==> src/rtl/dma_xreq_pkg.sv <==
`timescale 1ns/1ps
package dma_xreq_pkg;
  typedef enum logic [1:0] {
    ST_IDLE = 2'd0,
    ST_REQ  = 2'd1,
    ST_ACK  = 2'd2,
    ST_DONE = 2'd3
  } xreq_state_e;
endpackage

==> src/rtl/dma_xreq_sync.sv <==
`timescale 1ns/1ps
// Multi-flop synchroniser; resets to the inactive (0) level.
module dma_xreq_sync #(
  parameter int STAGES = 2
) (
  input  logic clk,
  input  logic rst_n,
  input  logic d,
  output logic q
);
  localparam int LAST = STAGES - 1;
  logic [LAST:0] chain;

  generate
    if (STAGES == 1) begin : g_one
      always_ff @(posedge clk or negedge rst_n) begin
        if (!rst_n) chain <= '0;
        else        chain <= d;
      end
    end else begin : g_many
      always_ff @(posedge clk or negedge rst_n) begin
        if (!rst_n) chain <= '0;
        else        chain <= {chain[LAST-1:0], d};
      end
    end
  endgenerate

  assign q = chain[LAST];
endmodule

==> src/rtl/dma_xreq_detect.sv <==
`timescale 1ns/1ps
// Level or rising-edge detection of the normalised, synchronised request.
module dma_xreq_detect (
  input  logic clk,
  input  logic rst_n,
  input  logic req_act,
  input  logic edge_mode,
  output logic hit
);
  logic prev_q;

  always_ff @(posedge clk or negedge rst_n) begin
    if (!rst_n) prev_q <= 1'b0;
    else        prev_q <= req_act;
  end

  assign hit = edge_mode ? (req_act & ~prev_q) : req_act;
endmodule

==> src/rtl/dma_xreq_fsm.sv <==
`timescale 1ns/1ps
// Channel sequencer: request offer, acknowledge window, done/terminate.
module dma_xreq_fsm
  import dma_xreq_pkg::*;
(
  input  logic clk,
  input  logic rst_n,
  input  logic hit,
  input  logic done_is_out,
  input  logic done_in_act,
  input  logic bus_ce,
  input  logic bus_rdy,
  input  logic bus_last,
  input  logic xfer_req_ready,
  output logic xfer_req_valid,
  output logic ack_act,
  output logic done_act,
  output logic term_pulse
);
  xreq_state_e st_q, st_nxt;
  logic last_seen_q, last_seen_nxt;
  logic term_nxt;
  logic bus_quiet;

  assign bus_quiet = ~bus_ce & ~bus_rdy;

  always_comb begin
    st_nxt   = st_q;
    term_nxt = 1'b0;
    unique case (st_q)
      ST_IDLE: if (hit) st_nxt = ST_REQ;
      ST_REQ:  if (xfer_req_ready) st_nxt = ST_ACK;
      ST_ACK: begin
        if (!done_is_out && done_in_act) begin
          st_nxt   = ST_IDLE;
          term_nxt = 1'b1;
        end else if (last_seen_q && bus_quiet) begin
          st_nxt = done_is_out ? ST_DONE : ST_IDLE;
        end
      end
      ST_DONE: st_nxt = ST_IDLE;
      default: st_nxt = ST_IDLE;
    endcase
  end

  always_comb begin
    if (st_q == ST_ACK && st_nxt == ST_ACK)
      last_seen_nxt = last_seen_q | (bus_ce & bus_last);
    else
      last_seen_nxt = 1'b0;
  end

  always_ff @(posedge clk or negedge rst_n) begin
    if (!rst_n) begin
      st_q           <= ST_IDLE;
      last_seen_q    <= 1'b0;
      xfer_req_valid <= 1'b0;
      ack_act        <= 1'b0;
      done_act       <= 1'b0;
      term_pulse     <= 1'b0;
    end else begin
      st_q           <= st_nxt;
      last_seen_q    <= last_seen_nxt;
      xfer_req_valid <= (st_nxt == ST_REQ);
      ack_act        <= (st_nxt == ST_ACK) || (st_nxt == ST_DONE);
      done_act       <= (st_nxt == ST_DONE);
      term_pulse     <= term_nxt;
    end
  end
endmodule

==> src/rtl/dma_xreq_chan.sv <==
`timescale 1ns/1ps
module dma_xreq_chan #(
  parameter int SYNC_STAGES = 2
) (
  input  logic clk,
  input  logic rst_n,
  input  logic cfg_req_pol,
  input  logic cfg_ack_pol,
  input  logic cfg_edge_mode,
  input  logic cfg_done_out,
  input  logic req_pin,
  output logic ack_pin,
  output logic done_o,
  output logic done_oe,
  input  logic done_i,
  input  logic bus_ce,
  input  logic bus_rdy,
  input  logic bus_last,
  output logic xfer_req_valid,
  input  logic xfer_req_ready,
  output logic term_pulse
);
  logic req_norm, req_sync, hit;
  logic ack_act, done_act, done_in_act;

  // Normalise before synchronising so reset means "no request".
  assign req_norm    = req_pin ~^ cfg_req_pol;
  assign done_in_act = done_i  ~^ cfg_ack_pol;

  dma_xreq_sync #(.STAGES(SYNC_STAGES)) u_sync (
    .clk(clk), .rst_n(rst_n), .d(req_norm), .q(req_sync)
  );

  dma_xreq_detect u_det (
    .clk(clk), .rst_n(rst_n), .req_act(req_sync),
    .edge_mode(cfg_edge_mode), .hit(hit)
  );

  dma_xreq_fsm u_fsm (
    .clk(clk), .rst_n(rst_n), .hit(hit),
    .done_is_out(cfg_done_out), .done_in_act(done_in_act),
    .bus_ce(bus_ce), .bus_rdy(bus_rdy), .bus_last(bus_last),
    .xfer_req_ready(xfer_req_ready), .xfer_req_valid(xfer_req_valid),
    .ack_act(ack_act), .done_act(done_act), .term_pulse(term_pulse)
  );

  always_ff @(posedge clk or negedge rst_n) begin
    if (!rst_n) done_oe <= 1'b0;
    else        done_oe <= cfg_done_out;
  end

  // Pin levels: registered activity flag mapped through a static polarity bit.
  assign ack_pin = ack_act  ~^ cfg_ack_pol;
  assign done_o  = done_act ~^ cfg_ack_pol;
endmodule

==> config.mk <==
export PLATFORM = sky130hd
export DESIGN_NAME = dma_xreq_chan
export DESIGN_NICKNAME = d
export VERILOG_FILES = /design/src/rtl/dma_xreq_pkg.sv /design/src/rtl/dma_xreq_sync.sv /design/src/rtl/dma_xreq_detect.sv /design/src/rtl/dma_xreq_fsm.sv /design/src/rtl/dma_xreq_chan.sv
export SDC_FILE = /design/constraint.sdc
export NUM_CORES = 1
export LEC_CHECK = 0
export BUFFER_PORTS_ARGS = -buffer_cell sky130_fd_sc_hd__buf_2
export CORE_AREA = 2 2 39 41
export CTS_CLUSTER_DIAMETER = 150
export DETAILED_ROUTE_END_ITERATION = 8
export DIE_AREA = 0 0 41 43
export PLACE_DENSITY = 0.57
export SLEW_MARGIN = 20
export SYNTH_ARGS = -nofsm -noshare
export SYNTH_HDL_FRONTEND = slang
export SYNTH_SLANG_ARGS = --single-unit
==> constraint.sdc <==
create_clock -name clk -period 1.9 [get_ports clk]
set_input_delay 0.475 -clock clk [delete_from_list [all_inputs] [get_ports clk]]
set_output_delay 0.475 -clock clk [all_outputs]
set_load 0.1 [all_outputs]
# Yosys cells after proc, flatten, opt, wreduce, memory -nomap -nowiden
# Index checks and enable logic that the tools add are counted.
# classes
muxes,10
bitwise,11
reduce_logical,6
n_eq_ne,6
# ops
operator,n
2-bit 2-to-1 mux,5
"2-bit equality test, second input constant",4
2-bit one-hot mux with 4 select lines,1
"2-bit by 1-bit equality test with 1-bit output, second input constant",2
1-bit 2-to-1 mux,4
1-bit XNOR,4
1-bit bitwise AND,3
1-bit logical AND,3
1-bit inverter,3
2-bit logical NOT,1
1-bit logical NOT,1
1-bit logical OR,1
1-bit OR,1
# totals
input_bits,12
ff_bits,11

# Longest topological paths before layout
# depth
ltp_word,9
ltp_mapped,3

# Hierarchy
# From an unflattened synthesis, not the netlist that was laid out.
# unflattened
cells_unflattened,30
area_unflattened_um2,400.4
# by_module_without_submodules
module,n_inst,cells_each,area_each_um2
dma_xreq_fsm,1,21,254.0
dma_xreq_chan,1,5,60.1
dma_xreq_sync,1,2,50.0
dma_xreq_detect,1,2,36.3

# Least setup slack after synthesis
# No wires, ideal clock.
# synth_path
path_type,input to output
from,input port cfg_ack_pol
to,output port done_o
cell_stages,1
arrival_time_ns,2.040
path_slack_ns,-0.615
required_ns,1.425
path_buffers,0
path_cell_list,xnor2_1
# synth_via
elab_chain_len,1
# synth_lines
item,line,text
from (decl),dma_xreq_chan.sv:8,"input logic cfg_ack_pol,"
1-bit XNOR,dma_xreq_chan.sv:54,assign done_o = done_act ~^ cfg_ack_pol;
to (decl),dma_xreq_chan.sv:13,"output logic done_o,"
# Every way passes these cells.

# Worst setup path in the final report
# layout_path
from,register u_fsm.ack_act
to,output port ack_pin
# layout_via
elab_chain_len,1
# layout_lines
item,line,text
from (decl),dma_xreq_fsm.sv:16,"output logic ack_act,"
from (signal assigned),dma_xreq_fsm.sv:65,ack_act <= (st_nxt == ST_ACK) || (st_nxt == ST_DONE);
1-bit XNOR,dma_xreq_chan.sv:53,assign ack_pin = ack_act ~^ cfg_ack_pol;
to (decl),dma_xreq_chan.sv:12,"output logic ack_pin,"
# Every way passes these cells.

==> metrics.csv <==
stage;metric;value;unit
clock_network;CTS root buf;clkbuf_4;
synthesis;synthesized flop and latch total;10;
synthesis;warnings from Yosys;0;
synthesis;ranking of synthesized cells by area;dfrtp_1 (65%), xnor2_1 (6.8%), nand2_1 (2.9%), nand4bb_1 (2.9%), nor2_1 (2.9%);
clock_network;Worst-Skew Late Latency;260;ps
power;clock network power share;23.5;%
synthesis;Post-Synthesis Net Count;43;
setup_path;critical path required time;1420;ps
drt;Antenna Nets Post-Route;0;
job;max_cap viols;0;
drt;Initial DRT Pass Iterations;4;
drt;Via-to-Cell Ratio;4.49;
power;switching power;0.334;mW
sta;minimum clock period;1630;ps
clock_network;post_cts resized;0;
die;Initial Utilization;27.8;%
grt;Overflow after GRT;0;
layout;Synth-to-Final Area Change;47.2;%
clock_network;Post-CTS Setup Bufs;0;
clock_network;clk sink count;10;
setup_path;crit end category;output pin;
placed_design;gp weighted congestion;0.682;
placed_design;PortBufs;16;
clock_network;Hold-fix buffers, CTS;0;
synthesis;Yosys top cell by area;dfrtp_1;
drt;DR vias;301;
synthesis;share of Yosys cell area claimed by the top area cell type;65.1;%
die;Die Area;1760;um2
setup_path;CP cell instances;xnor2_2 -> buf_12;
synthesis;post-synth cell types;16;
setup_path;crit path kind;register to output pin;
layout;Antenna Cells;0;
synthesis;Syn Area/Cell;12.4;um2
layout;share of cells above drive strength 1;43.1;%
sta;Worst Max-Slew Pin Slew;484;ps
synthesis;Seq/Total Area, Yosys;65.1;%
clock_network;TritonCTS clock tree;yes;
drt;DRT iter0 DRCs;3;
sta;RSZ-0062 raised after global routing;false;
sta;Final Hold Fails;0;
hold_path;Hold Crit Class;input port to asynchronous set/reset pin;
setup_path;CP Max Fanout;5;
grt;number of global-route vias before repair;289;
sta;setup TNS;0;ps
die;Chip Height;43;um
sta;final cycle utilization of the critical path;85.9;%
grt;global-route wire length before repair;1.13;mm
grt;GRT Resource Usage Total;10.2;%
power;PwrDens;1410;nW/um2
clock_network;Clock Tree Buf Depth;2;
clock_network;clk slew on worst S/H paths;70;ps
clock_network;H-tree lvl count;1;
setup_path;CP Launch Type;register;
power;switching fraction of total power;41.9;%
drt;wire per inst;10.3;um
sta;Setup Skew;1.41;ps
die;I/O pin count;17;
grt;pin count of the biggest net entering global routing;11;
sta;Setup WS post-layout;268;ps
power;Lkg Pwr;0.269;nW
power;part of the power in registers;35.2;%
drt;drt drc;0;
power;Power Internal;0.464;mW
setup_path;CP arrival;1160;ps
die;Rows;14;
placed_design;pre-CTS setup slack;394;ps
sta;Final Max Tran Viols;0;
placed_design;placed wire-length estimate;547;um
clock_network;CTS buffer count;3;
setup_path;Worst path slowest cell;dfrtp_1;
die;Core ar.;1380;um2
sta;Max-slew headroom;67.9;%
sta;Final setup viols;0;
grt;antenna violations before repair;0;
power;Logic pwr share;41.3;%
drt;final WL;693;um
status;status;finished, final reports clean;
sta;max frequency;0.613;GHz
die;Die W;41;um
power;Max VDD drop;0.000544;V
layout;NumNets Final;64;
synthesis;post-synthesis cell area;384;um2
layout;fill count;131;
synthesis;Synth Instances;31;
setup_path;Largest stage delay, worst path;450;ps
==> cell usage after synthesis <==
master	instances
a31oi_1	1
inv_1	1
nand2b_1	1
nand4bb_1	1
dfrtp_1	10
o21ai_0	1
nor2_1	3
nand2_1	3
nor4b_1	1
xor2_1	1
o21bai_1	1
a211oi_1	1
xnor2_1	3
o32ai_1	1
nor3_1	1
nor2b_1	1
==> cell usage in the layout (no fill, tap or decap), drive strengths merged <==
cell / synthesis / final
a31oi: 1 / 1
xor2: 1 / 1
a211oi: 1 / 1
nor2: 3 / 3
o21bai: 1 / 1
clkbuf: 0 / 4
nor4b: 1 / 1
nand2b: 1 / 1
nor2b: 1 / 1
nor3: 1 / 1
nand4bb: 1 / 1
buf: 0 / 16
o21ai: 1 / 1
xnor2: 3 / 3
inv: 1 / 1
dfrtp: 10 / 10
nand2: 3 / 3
o32ai: 1 / 1
==> power groups by stage <==
stage / clock, mW / combinational (mW) / sequential [mW]
after floorplan: 0 / 0.138 / 0.384
after global placement: 0 / 0.330 / 0.284
after detailed placement: 0 / 0.332 / 0.286
after CTS: 0.193 / 0.332 / 0.281
after global routing: 0.202 / 0.347 / 0.288
final: 0.188 / 0.329 / 0.281
==> through the flow <==
stage	total power [mW]	hold slack, ps	cells	util (%)	cell area (um2)
5_1_grt	0.837	63.0	67	40.9	566
3_5_place_dp	0.618	343	63	38.2	529
3_3_place_gp	0.614	334	63	38.2	529
6_report	0.798	57.3	67	40.9	566
4_1_cts	0.807	58.5	67	40.9	566
2_1_floorplan	0.522	179	31	-	399
==> worst max-delay path: cells and delay by family (launching register included) <==
kind                   cells  cell delay (ps)
XOR/XNOR                   1              240
buffers and inverters      1              200
flip-flops                 1              450
==> routing by layer <==
layer / global-route usage [%] / part of all wire [%] / vias to the layer above
met5: 0 / 0 / -
met2: 13.8 / 50 / 16
met4: 10.0 / 1.6 / 0
met3: 3.66 / 9.1 / 2
li1: - / - / 145
met1: 11.4 / 39 / 138
==> final cells by class <==
cell class	instances	area [um2]	share of cell area, %
flip-flops and latches	10	250	44.2
inverters	1	3.75	0.664
repair buffers	16	110	19.5
clock buffers	4	36.3	6.42
multi-input cells	20	145	25.7
well taps	16	20.0	3.54
==> cells by family after synthesis <==
kind of cell,count (synthesis),share of synthesized area [%]
flip-flops,10,65.1
AO/OA/AOI/OAI,5,9.12
XOR/XNOR,4,9.12
AND/OR/NAND/NOR,11,15.6
buffers and inverters,1,0.976
==> registers in the layout, summed over array words and instances (netlist names) <==
register and count:
u_sync.chain 2, done_oe 1, u_det.prev_q 1, u_fsm.ack_act 1, u_fsm.done_act 1, u_fsm.last_seen_q 1, u_fsm.st_q 1, u_fsm.term_pulse 1
u_fsm.xfer_req_valid 1
==> final timing paths <==
check,slack [ps],depth (start not counted),endpoint,from
min reg2reg,360,0,u_sync.chain[1]$_DFF_PN0_,u_sync.chain[0]$_DFF_PN0_
max in group asynchronous,1660,1,u_fsm.st_q[0]$_DFF_PN0_,rst_n
max,270,2,ack_pin,u_fsm.ack_act$_DFF_PN0_
min in group clk,360,0,u_sync.chain[1]$_DFF_PN0_,u_sync.chain[0]$_DFF_PN0_
max reg2reg,910,3,u_fsm.st_q[0]$_DFF_PN0_,u_fsm.ack_act$_DFF_PN0_
min,60,1,u_fsm.done_act$_DFF_PN0_,rst_n
Note: power is estimated with default switching activity, not from simulation.
